--- config.mk ---
export PLATFORM = sky130hd
export DESIGN_NAME = exc_entry_ctrl
export DESIGN_NICKNAME = d
export VERILOG_FILES = /design/src/rtl/exc_pkg.sv /design/src/rtl/exc_req_mask.sv /design/src/rtl/exc_prio_arb.sv /design/src/rtl/exc_entry_build.sv /design/src/rtl/exc_entry_ctrl.sv
export SDC_FILE = /design/constraint.sdc
export NUM_CORES = 1
export LEC_CHECK = 0
export BUFFER_PORTS_ARGS = -buffer_cell sky130_fd_sc_hd__buf_4
export CAP_MARGIN = 20
export CORE_MARGIN = 2
export CORE_UTILIZATION = 25
export DETAILED_ROUTE_END_ITERATION = 8
export PLACE_DENSITY = 0.53
export SYNTH_ARGS = -nofsm -noshare
export SYNTH_HDL_FRONTEND = slang
export SYNTH_SLANG_ARGS = --single-unit
--- constraint.sdc ---
create_clock -name clk -period 2.1 [get_ports clk]
set_input_delay 0.21 -clock clk [delete_from_list [all_inputs] [get_ports clk]]
set_output_delay 0.21 -clock clk [all_outputs]
set_load 0.005 [all_outputs]
--- src/rtl/exc_pkg.sv ---
package exc_pkg;

    localparam int WORD_W      = 32;
    localparam int MODE_W      = 5;
    localparam int VEC_W       = 8;
    localparam int OFF_W       = 4;
    localparam int NUM_EXC     = 7;
    localparam int KIND_W      = $clog2(NUM_EXC);

    localparam int BIT_IRQ_OFF = 7;
    localparam int BIT_FIQ_OFF = 6;
    localparam int BIT_STATE   = 5;

    localparam logic [WORD_W-1:0] SW_RESET = 32'h0000_00D3;

    typedef enum logic [MODE_W-1:0] {
        MODE_USR = 5'b10000,
        MODE_FIQ = 5'b10001,
        MODE_IRQ = 5'b10010,
        MODE_SVC = 5'b10011,
        MODE_ABT = 5'b10111,
        MODE_UND = 5'b11011,
        MODE_SYS = 5'b11111
    } mode_e;

    // Index equals priority rank: 0 is the highest.
    typedef enum logic [KIND_W-1:0] {
        EX_RST  = 3'd0,
        EX_DABT = 3'd1,
        EX_FIQ  = 3'd2,
        EX_IRQ  = 3'd3,
        EX_PABT = 3'd4,
        EX_UND  = 3'd5,
        EX_SWI  = 3'd6
    } exc_e;

    typedef struct packed {
        logic [WORD_W-1:0] vec;
        mode_e             mode;
        logic [WORD_W-1:0] sw_new;
        logic [WORD_W-1:0] link;
    } entry_t;

    function automatic logic [VEC_W-1:0] vector_of(exc_e k);
        case (k)
            EX_RST:  return 8'h00;
            EX_UND:  return 8'h04;
            EX_SWI:  return 8'h08;
            EX_PABT: return 8'h0C;
            EX_DABT: return 8'h10;
            EX_IRQ:  return 8'h18;
            default: return 8'h1C;
        endcase
    endfunction

    function automatic mode_e mode_of(exc_e k);
        case (k)
            EX_RST, EX_SWI:   return MODE_SVC;
            EX_DABT, EX_PABT: return MODE_ABT;
            EX_UND:           return MODE_UND;
            EX_IRQ:           return MODE_IRQ;
            default:          return MODE_FIQ;
        endcase
    endfunction

    // Offset from the current PC; the two instruction-decoded exceptions
    // step by the instruction size, which is halved in 16-bit state.
    function automatic logic [OFF_W-1:0] link_offset(exc_e k, logic narrow);
        case (k)
            EX_RST:          return 4'd0;
            EX_DABT:         return 4'd8;
            EX_UND, EX_SWI:  return narrow ? 4'd2 : 4'd4;
            default:         return 4'd4;
        endcase
    endfunction

    function automatic logic sets_fiq_off(exc_e k);
        return (k == EX_RST) || (k == EX_FIQ);
    endfunction

endpackage

--- src/rtl/exc_req_mask.sv ---
module exc_req_mask
    import exc_pkg::*;
(
    input  logic              reset_exc_i,
    input  logic              dabt_req_i,
    input  logic              fiq_req_i,
    input  logic              irq_req_i,
    input  logic              pabt_req_i,
    input  logic              und_req_i,
    input  logic              swi_req_i,
    input  logic [WORD_W-1:0] sw_i,
    output logic [NUM_EXC-1:0] req_o
);
    always_comb begin
        req_o          = '0;
        req_o[EX_RST]  = reset_exc_i;
        req_o[EX_DABT] = dabt_req_i;
        req_o[EX_FIQ]  = fiq_req_i & ~sw_i[BIT_FIQ_OFF];
        req_o[EX_IRQ]  = irq_req_i & ~sw_i[BIT_IRQ_OFF];
        req_o[EX_PABT] = pabt_req_i;
        req_o[EX_UND]  = und_req_i;
        req_o[EX_SWI]  = swi_req_i;
    end
endmodule

--- src/rtl/exc_prio_arb.sv ---
module exc_prio_arb #(
    parameter int N     = 7,
    localparam int IDX_W = (N > 1) ? $clog2(N) : 1
) (
    input  logic [N-1:0]     req_i,
    output logic [N-1:0]     gnt_o,
    output logic             any_o,
    output logic [IDX_W-1:0] idx_o
);
    genvar g;
    generate
        for (g = 0; g < N; g++) begin : g_rank
            if (g == 0) begin : g_top
                assign gnt_o[g] = req_i[g];
            end else begin : g_lower
                assign gnt_o[g] = req_i[g] & ~(|req_i[g-1:0]);
            end
        end
    endgenerate

    assign any_o = |req_i;

    always_comb begin
        idx_o = '0;
        for (int i = 0; i < N; i++) begin
            if (gnt_o[i]) idx_o = IDX_W'(i);
        end
    end
endmodule

--- src/rtl/exc_entry_build.sv ---
module exc_entry_build
    import exc_pkg::*;
(
    input  exc_e              kind_i,
    input  logic [WORD_W-1:0] sw_i,
    input  logic [WORD_W-1:0] pc_i,
    output entry_t            ent_o
);
    always_comb begin
        ent_o.vec    = WORD_W'(vector_of(kind_i));
        ent_o.mode   = mode_of(kind_i);
        ent_o.sw_new = sw_i;
        ent_o.sw_new[BIT_IRQ_OFF] = 1'b1;
        if (sets_fiq_off(kind_i)) ent_o.sw_new[BIT_FIQ_OFF] = 1'b1;
        ent_o.sw_new[BIT_STATE] = 1'b0;
        ent_o.sw_new[MODE_W-1:0] = ent_o.mode;
        if (kind_i == EX_RST)
            ent_o.link = '0;
        else
            ent_o.link = pc_i + WORD_W'(link_offset(kind_i, sw_i[BIT_STATE]));
    end
endmodule

--- src/rtl/exc_entry_ctrl.sv ---
module exc_entry_ctrl
    import exc_pkg::*;
(
    input  logic              clk,
    input  logic              rst,
    input  logic              reset_exc_i,
    input  logic              dabt_req_i,
    input  logic              fiq_req_i,
    input  logic              irq_req_i,
    input  logic              pabt_req_i,
    input  logic              und_req_i,
    input  logic              swi_req_i,
    input  logic [WORD_W-1:0] pc_i,
    input  logic              ret_i,
    input  logic [WORD_W-1:0] saved_sw_i,
    input  logic              sw_wr_i,
    input  logic [WORD_W-1:0] sw_wdata_i,
    output logic              take_o,
    output logic [WORD_W-1:0] vec_o,
    output logic [MODE_W-1:0] mode_o,
    output logic [WORD_W-1:0] saved_sw_o,
    output logic [WORD_W-1:0] link_o,
    output logic [WORD_W-1:0] status_o
);
    logic [NUM_EXC-1:0] live_req;
    logic [NUM_EXC-1:0] gnt;
    logic               win_any;
    logic [KIND_W-1:0]  win_idx;
    entry_t             ent;
    logic [WORD_W-1:0]  sw_q;

    exc_req_mask u_mask (
        .reset_exc_i (reset_exc_i),
        .dabt_req_i  (dabt_req_i),
        .fiq_req_i   (fiq_req_i),
        .irq_req_i   (irq_req_i),
        .pabt_req_i  (pabt_req_i),
        .und_req_i   (und_req_i),
        .swi_req_i   (swi_req_i),
        .sw_i        (sw_q),
        .req_o       (live_req)
    );

    exc_prio_arb #(.N(NUM_EXC)) u_arb (
        .req_i (live_req),
        .gnt_o (gnt),
        .any_o (win_any),
        .idx_o (win_idx)
    );

    exc_entry_build u_build (
        .kind_i (exc_e'(win_idx)),
        .sw_i   (sw_q),
        .pc_i   (pc_i),
        .ent_o  (ent)
    );

    always_ff @(posedge clk) begin
        if (rst) begin
            sw_q       <= SW_RESET;
            take_o     <= 1'b0;
            vec_o      <= '0;
            mode_o     <= '0;
            saved_sw_o <= '0;
            link_o     <= '0;
        end else begin
            take_o <= win_any;
            if (win_any) begin
                vec_o      <= ent.vec;
                mode_o     <= ent.mode;
                saved_sw_o <= sw_q;
                link_o     <= ent.link;
                sw_q       <= ent.sw_new;
            end else if (ret_i) begin
                sw_q <= saved_sw_i;
            end else if (sw_wr_i) begin
                sw_q <= sw_wdata_i;
            end
        end
    end

    assign status_o = sw_q;

    // at most one grant; R1 environment: decode-exclusive requests
    a_r1_single_grant: assert property (@(posedge clk) disable iff (rst)
        $onehot0(gnt));
    a_r1_und_swi_excl: assert property (@(posedge clk) disable iff (rst)
        !(und_req_i && swi_req_i));
    // reset request always wins and vectors to zero
    a_r2_reset_wins: assert property (@(posedge clk) disable iff (rst)
        reset_exc_i |=> (take_o && vec_o == '0 && mode_o == MODE_SVC));
    // saved copy is the pre-entry status word
    a_r4_saved_copy: assert property (@(posedge clk) disable iff (rst)
        take_o |-> saved_sw_o == $past(sw_q));
    // handler status word is masked, 32-bit, and in the target mode
    a_r5_entry_status: assert property (@(posedge clk) disable iff (rst)
        take_o |-> (sw_q[BIT_IRQ_OFF] && !sw_q[BIT_STATE] && sw_q[MODE_W-1:0] == mode_o));
    // a masked interrupt alone never causes an entry
    a_r7_irq_masked: assert property (@(posedge clk) disable iff (rst)
        (sw_q[BIT_IRQ_OFF] && irq_req_i && !reset_exc_i && !dabt_req_i &&
         !(fiq_req_i && !sw_q[BIT_FIQ_OFF]) && !pabt_req_i && !und_req_i && !swi_req_i)
        |=> !take_o);
    // a return without entry restores the saved word
    a_r8_return: assert property (@(posedge clk) disable iff (rst)
        (ret_i && !win_any) |=> sw_q == $past(saved_sw_i));
endmodule

==> out/metrics.cfg, run 1 <==
[power]
powerDensity_nw_per_um2=614
fraction_of_power_consumed_by_the_clock_network=0.405
comb_power_share=0.147
total_power_consumption_of_the_routed_design_w=0.00466
standby_leakage_power_nw=3.32
power.switching_fraction=0.254
cell_internal_pwr_w=0.00347
power_switching_w=0.00118
vdd_ir_drop_max_uv=326
seq_power_share=0.448

[cts]
clock_tree.buffer_depth=2
cts-htree-levels=3
cts_inserted_buffers=9
cts.sink_count=105
clkSlewWorstSetupHoldPaths_ns=0.07
tritoncts=done
root_buffer=sky130_fd_sc_hd__clkbuf_16
insertion_delay_ns=0.35

[hold_path]
worstHoldStart=pc_i[0]
hold_end=link_o[0]
holdCritPathClass=in -> reg
hold_path_depth=2

[critical_path]
crit-reg2reg-capture=link_o[31]
capturing_element_type_of_the_critical_path=flip-flop
timing.critical_path.slowest_stage_cell=sky130_fd_sc_hd__dfxtp_2
cp_data_required_time_ns=2.35
criticalPathCategory=reg -> reg
reg2reg_slack_ns=-0.07
path_max_fanout=5
cp_slowest_stage_delay_ns=0.33
path_cells=nand2b_4 -> nand3_4 -> nor3_4 -> ha_2 -> fa_2 -> a21o_1 -> nand3_4 -> nor4_4 -> xnor2_1 -> o21ai_2
crit_top_cell=sky130_fd_sc_hd__nand3_4
launch_point_of_the_worst_reg_to_reg_path=status_o[7]
critical_path.startpoint_type=flip-flop
critPathArrivalTime_ns=2.41
worst_r2r_path_depth=10

[synth]
yosysMostFrequentCell=sky130_fd_sc_hd__nand2_1
synth-edff-count=0
distinct_cell_type_count_after_synthesis=49
netlist.area_leader.share=0.407
synth_warnings=0
synth-async-reset-ratio=0
synth_commonest_cells=sky130_fd_sc_hd__nand2_1, sky130_fd_sc_hd__dfxtp_1, sky130_fd_sc_hd__buf_4, sky130_fd_sc_hd__a21oi_1, sky130_fd_sc_hd__nor2_1
postSynth.topFlopCell=sky130_fd_sc_hd__dfxtp_1
top_post_synthesis_cells_by_area=sky130_fd_sc_hd__dfxtp_1, sky130_fd_sc_hd__buf_4, sky130_fd_sc_hd__nand2_1
synth_top_cell_by_area=sky130_fd_sc_hd__dfxtp_1
mean_cell_area_of_the_mapped_netlist_um2=8.54
syn-cell-area_um2=5170
proportion_of_synthesized_chip_area_in_sequential_cells=0.407
synthesis.instances=605
synth-seq-cells=105

[sta]
final.setup_skew_ns=0.00481
final-setup-viol-count=9
timing_hold_violations_final=0
min_period_ns=2.17
setup_ws_ns=-0.0684
grt_setup_unrepaired=true
achievable-frequency_mhz=461
finalCritPeriodShare=1.03
slew_violations=0

[global_route]
first_global_vias=4640
grt_pass1_wl_um=25900
grt_start_max_net_pins=51
grt_antenna_before_repair=0
grt_overflow_total=0
globalRouteTotalUtil=0.152

[die]
design.portCount=241
die_width_um=148
placementRows=52
design.die.area_um2=21800
die_y_um=148
core_area_um2=20200
initial_core_util=0.255

[cells_and_area]
multi_input_comb_area_um2=2810
area_delta_synth_final_pct=46.7
fin_cells=1088
final_nets=927
diodes=0
drive_gt1_frac=0.400
register_area_um2=2100
layout.filler_cells=2099
postLayoutCellArea_um2=7580

[placed_design]
placed_standard_cell_area_um2=7060
globalplace.congestion=0.810
post-dp-hpwl_um=12600
post-place-cells=1070
buffer_ports.inserted=211

[detailed_routing]
drt-pass1-iter-count=4
vias=4802
drt-wirelength-per-cell_um=15.3
totalWireLength_um=16600
detailedRoute.firstIterationViolations=157
postRouteAntennaNets=0
avgViaCountPerCell=4.41
detail_route.drc_violations=0

[status]
failed_checks=setup timing
outcome=finished with violations

[run]
reported_max_cap_violation_count=0

-- worst max-delay path, delay by kind of cell, from the launching register on --
| kind | cells | cell delay (ns) |
|---|---|---|
| AOI/OAI and AO/OA | 2 | 0.25 |
| adders and majority gates | 2 | 0.47 |
| DFF | 1 | 0.33 |
| and+or+nand+nor | 5 | 0.84 |
| xor gates and xnor gates | 1 | 0.17 |
-- registers in the layout, summed over array words and instances, names as in the netlist --
name / flops
link_o: 32
saved_sw_o: 32
status_o: 32
mode_o: 5
vec_o: 3
take_o: 1
-- what timing repair did --
item,4_1_cts,5_1_grt
gates cloned,0,0
endpoints found under the hold margin,0,0
resized for setup,21,10
setup buffers,2,3
endpoints found under the setup margin,29,29
pin swaps,16,11
hold buffers,0,0
-- worst max-delay path by stage --
| stage | startpoint | slack (ns) | to | depth (start not counted) |
|---|---|---|---|---|
| 6_report | status_o[7] | -0.07 | link_o[31] | 10 |
| 5_1_grt | status_o[7] | -0.24 | link_o[31] | 10 |
| 4_1_cts | status_o[7] | -0.09 | link_o[31] | 10 |
| 3_5_place_dp | dabt_req_i | -0.23 | vec_o[3] | 10 |
| 3_3_place_gp | dabt_req_i | -0.27 | vec_o[3] | 10 |
| 2_1_floorplan | reset_exc_i | 0.02 | link_o[20] | 11 |
-- stage by stage --
step	TNS [ns]	setup slack (ns)	utilization	hold slack (ns)
5_1_grt	-3.78	-0.238	0.375	0.0733
3_5_place_dp	-3.97	-0.225	0.349	0.431
3_3_place_gp	-2.84	-0.265	0.349	0.428
2_1_floorplan	0	0.0194	-	0.336
6_report	-0.390	-0.0684	0.375	0.0751
4_1_cts	-0.544	-0.0895	0.371	0.0591
-- final cells by class --
class	count	share of cell area
multi-input cells	434	0.370
well taps	270	0.0446
repair buffers	257	0.262
clock inverters	7	0.0132
clock buffers	9	0.0297
flip-flops and latches	105	0.278
inverters	6	0.00297
-- cell families (layout without fill, tap and decap cells) --
family          after synthesis  in the layout  share of synthesized area
simple gates                218            218                      0.200
other cells                   1             29                   0.000726
buf+inv                      94            279                      0.118
flops                       105            105                      0.407
fa+ha+maj                     7              7                     0.0184
compound gates              119            119                      0.144
mux                          32             32                     0.0627
xor+xnor                     29             29                     0.0492
-- power by group through the flow --
stage	logic, W	registers (W)	clock network, W
6_report	0.000686	0.00209	0.00188
4_1_cts	0.000683	0.00209	0.00195
3_5_place_dp	0.000665	0.00213	0
5_1_grt	0.000753	0.00210	0.00202
3_3_place_gp	0.000664	0.00213	0
2_1_floorplan	0.000315	0.00213	0
-- routing by layer --
layer	part of all wire	global-route usage	routed length (µm)	up-vias
met4	0.012	0.0447	197	0
met1	0.42	0.188	7060	2182
li1	-	-	-	2409
met5	0	0	0	-
met3	0.11	0.0590	1790	13
met2	0.46	0.245	7600	198
-- placed cells by master (no fill, tap or decap), types with 4 or more instances in the layout --
cell / count
sky130_fd_sc_hd__buf_4: 252
sky130_fd_sc_hd__nand4_1: 4
sky130_fd_sc_hd__nor2_1: 39
sky130_fd_sc_hd__ha_1: 4
sky130_fd_sc_hd__conb_1: 29
sky130_fd_sc_hd__nor4_4: 4
sky130_fd_sc_hd__buf_12: 4
sky130_fd_sc_hd__nand3_1: 7
sky130_fd_sc_hd__o21ai_1: 23
sky130_fd_sc_hd__inv_1: 6
sky130_fd_sc_hd__mux2i_1: 29
sky130_fd_sc_hd__clkbuf_16: 9
sky130_fd_sc_hd__dfxtp_1: 103
sky130_fd_sc_hd__o21ai_2: 8
sky130_fd_sc_hd__and3_1: 4
sky130_fd_sc_hd__nand2_1: 112
sky130_fd_sc_hd__nor3_2: 4
sky130_fd_sc_hd__xnor2_1: 11
sky130_fd_sc_hd__nor3_1: 8
sky130_fd_sc_hd__a211oi_1: 26
sky130_fd_sc_hd__xor2_1: 17
sky130_fd_sc_hd__a21oi_1: 41
sky130_fd_sc_hd__o21ai_0: 4
(Power assumes the default switching activity.)
==> inputs of run 2 (changes only) <==
--- a/config.mk
+++ b/config.mk
@@ -5,6 +5,7 @@
 export SDC_FILE = /design/constraint.sdc
 export NUM_CORES = 1
 export LEC_CHECK = 0
+export ABC_AREA = 1
 export BUFFER_PORTS_ARGS = -buffer_cell sky130_fd_sc_hd__buf_4
 export CAP_MARGIN = 20
 export CORE_MARGIN = 2
==> out/metrics.cfg, run 2 <==
[detailed_routing]
detailedRoute.firstIterationViolations=196  ; +25%
vias=5374  ; +12%
avgViaCountPerCell=4.33  ; -1.9%
wl_met1_um=8160  ; +16%
totalWireLength_um=18200  ; +9.4%
routed-wl-met2_um=8520  ; +12%
postRouteAntennaNets=0  ; unchanged
route.met3.wl_um=1200  ; -33%
drt-pass1-iter-count=4  ; unchanged
detail_route.drc_violations=0  ; unchanged
drt-wirelength-per-cell_um=14.7  ; -4.1%
route.top_layer_used=met4

[die]
placementRows=53  ; +1.9%
design.portCount=241  ; unchanged
core_area_um2=20900  ; +3.2%
initial_core_util=0.254  ; -0.00177
die_width_um=150  ; +1.2%
design.die.area_um2=22400  ; +2.5%
die_y_um=150  ; +1.2%

[cts]
clock_tree.buffer_depth=2  ; unchanged
insertion_delay_ns=0.36  ; about the same
tritoncts=done
cts-htree-levels=3  ; unchanged
clkSlewWorstSetupHoldPaths_ns=0.08  ; about the same
cts_inserted_buffers=9  ; unchanged
post_cts_hold_buffer_count=0  ; unchanged
root_buffer=sky130_fd_sc_hd__clkbuf_16
cts.sink_count=105  ; unchanged

[placed_design]
buffer_ports.inserted=211  ; unchanged
placed_standard_cell_area_um2=7110  ; +0.71%
globalplace.congestion=0.880  ; +8.7%
post-dp-hpwl_um=14100  ; +12%

[cells_and_area]
layout.cells.most_common=sky130_fd_sc_hd__nand2_1
layout.filler_cells=2258  ; +7.6%
postLayoutCellArea_um2=7640  ; +0.71%
layout.cells.most_common_list=sky130_fd_sc_hd__nand2_1, sky130_fd_sc_hd__buf_4, sky130_fd_sc_hd__dfxtp_1
diodes=0  ; unchanged
area_delta_synth_final_pct=44.1
final_core_util=0.366  ; -0.00916
drive_gt1_frac=0.339  ; -0.0612
register_area_um2=2100  ; unchanged
multi_input_comb_area_um2=2780  ; -1.0%
final_nets=1075  ; +16%

[critical_path]
crit-reg2reg-capture=link_o[21]
critPathCapture=link_o[21]
critPathArrivalTime_ns=2.49  ; +0.08 ns
capturing_element_type_of_the_critical_path=flip-flop
launch_point_of_the_worst_reg_to_reg_path=status_o[6]
criticalPathCategory=reg -> reg
timing.critical_path.slowest_stage_cell=sky130_fd_sc_hd__fa_2
reg2reg_slack_ns=-0.14  ; -0.07 ns
cp_data_required_time_ns=2.36  ; about the same
cp_slowest_stage_delay_ns=0.38  ; +0.05 ns
cp-startpoint=status_o[6]
path_max_fanout=3  ; -2
worst_r2r_path_depth=14  ; +4
path_cells=inv_2 -> a21oi_2 -> nand4_1 -> a21boi_4 -> o21ai_1 -> inv_2 -> fa_2 -> nand2_2 -> a21oi_4 -> buf_4 -> buf_4 -> a21o_1 -> nand4_1 -> nand2_1
critical_path.startpoint_type=flip-flop

[sta]
achievable-frequency_mhz=447  ; -3.0%
final.setup_skew_ns=0.00924  ; +0.00444 ns
headroom_to_the_max_slew_limit=0.628
slew_violations=0  ; unchanged
final.setup.tns_ns=-0.850  ; -0.460 ns
setup_ws_ns=-0.135  ; -0.0666 ns
grt_setup_unrepaired=true
timing_hold_violations_final=0  ; unchanged
min_period_ns=2.24  ; +0.0666 ns
final-setup-viol-count=14  ; +5
tightest_slew_ns=0.555
finalCritPeriodShare=1.06  ; +0.0317

[synth]
syn-cell-area_um2=5300  ; +2.5%
top_post_synthesis_cells_by_area=sky130_fd_sc_hd__dfxtp_1, sky130_fd_sc_hd__nand2_1, sky130_fd_sc_hd__buf_4
distinct_cell_type_count_after_synthesis=35  ; -29%
synth-async-reset-ratio=0  ; unchanged
netlist.area_leader.share=0.397  ; -0.00999
synth-edff-count=0  ; unchanged
postSynth.topFlopCell=sky130_fd_sc_hd__dfxtp_1
mean_cell_area_of_the_mapped_netlist_um2=7.06  ; -17%
synth-seq-cells=105  ; unchanged
yosysMostFrequentCell=sky130_fd_sc_hd__nand2_1
synth_warnings=0  ; unchanged
synth_top_cell_by_area=sky130_fd_sc_hd__dfxtp_1
synthesis.instances=750  ; +24%
proportion_of_synthesized_chip_area_in_sequential_cells=0.397  ; -0.00999
synth_commonest_cells=sky130_fd_sc_hd__nand2_1, sky130_fd_sc_hd__dfxtp_1, sky130_fd_sc_hd__buf_4, sky130_fd_sc_hd__nor2_1

[power]
standby_leakage_power_nw=3.72  ; +12%
powerDensity_nw_per_um2=589  ; -4.1%
vdd_ir_drop_max_uv=349  ; +7.1%

[global_route]
first_global_vias=5088  ; +9.7%
grt_start_max_net_pins=29  ; -43%
grt_antenna_before_repair=0  ; unchanged
grt_overflow_total=0  ; unchanged
grt_pass1_wl_um=27600  ; +6.4%
globalRouteTotalUtil=0.160  ; +0.00794

[run]
reported_max_cap_violation_count=0  ; unchanged

[status]
outcome=finished with violations
failed_checks=setup timing

[hold_path]
holdCritPathClass=in -> reg

## run 2: cell types whose count changed in the layout (fill, tap and decap cells not counted), moves of 16 or more
cell,previous run,this run
sky130_fd_sc_hd__inv_1,6,31
sky130_fd_sc_hd__nand2_1,112,271
sky130_fd_sc_hd__o21ai_1,23,39
sky130_fd_sc_hd__mux2i_1,29,0
sky130_fd_sc_hd__a21oi_1,41,7
sky130_fd_sc_hd__nand3_1,7,23
sky130_fd_sc_hd__a31oi_1,0,24
sky130_fd_sc_hd__a211oi_1,26,0
## run 2: how the worst min path moves through the flow
stage                        from         to  slack, ns  cells past startpoint
final                     pc_i[0]  link_o[0]       0.04                      3
after CTS                 pc_i[0]  link_o[0]       0.03                      3
after floorplan               rst  mode_o[0]       0.28                      1
after global placement    pc_i[0]  link_o[0]       0.40                      3
after global routing      pc_i[0]  link_o[0]       0.05                      3
after detailed placement  pc_i[0]  link_o[0]       0.41                      3
## run 2: stage by stage
step                worst slack (ns)  total power [W]  cells  hold slack [ns]
finish                        -0.135          0.00450   1241           0.0436
floorplan                    -0.0441          0.00245    778            0.279
detailed placement            -0.206          0.00282   1216            0.412
global route                  -0.291          0.00473   1241           0.0459
global placement              -0.141          0.00282   1216            0.400
CTS                           -0.130          0.00455   1239           0.0312
## run 2: kinds of logic (layout without fill, tap and decap cells)
group | count (synthesis) | count (layout) | synth area share
AND/OR/NAND/NOR | 391 | 391 | 0.305
buffers and inverters | 123 | 311 | 0.135
flip-flops | 105 | 105 | 0.397
AO/OA/AOI/OAI | 104 | 104 | 0.113
XOR/XNOR | 19 | 19 | 0.0314
adder cells (fa/ha/maj) | 7 | 7 | 0.0179
other | 1 | 29 | 0.000708
## run 2: what timing repair did
item / in CTS / in global routing
resized for setup: 20 / 19
cloned: 0 / 1
pin swaps: 20 / 13
buffers inserted: 8 / 3
endpoints found under the setup margin: 28 / 36
## run 2: routing by layer
metal	global-route usage	up-vias
li1	-	2763
met5	0	-
met1	0.207	2414
met2	0.260	177
met4	0.0581	0
met3	0.0360	20
## run 2: cell type report
| class | count | share of cell area |
|---|---|---|
| Multi-Input combinational cell | 550 | 0.364 |
| Sequential cell | 105 | 0.276 |
| Timing Repair Buffer | 254 | 0.257 |
| Tap cell | 275 | 0.0451 |
| Clock buffer | 9 | 0.0295 |
| Inverter | 41 | 0.0202 |
| Clock inverter | 7 | 0.00819 |
## run 2: critical path: cells and delay by family, from the launching register on
kind	cells	cell delay, ns
fa+ha+maj	1	0.38
flops	1	0.34
simple gates	4	0.37
compound gates	5	0.66
buf+inv	4	0.39
## run 2: where the power goes
part | switching [W] | internal [W]
Combinational | 0.000352 | 0.000353
Sequential | 0.0000441 | 0.00206
Clock | 0.000861 | 0.000830
Total | 0.00126 | 0.00324
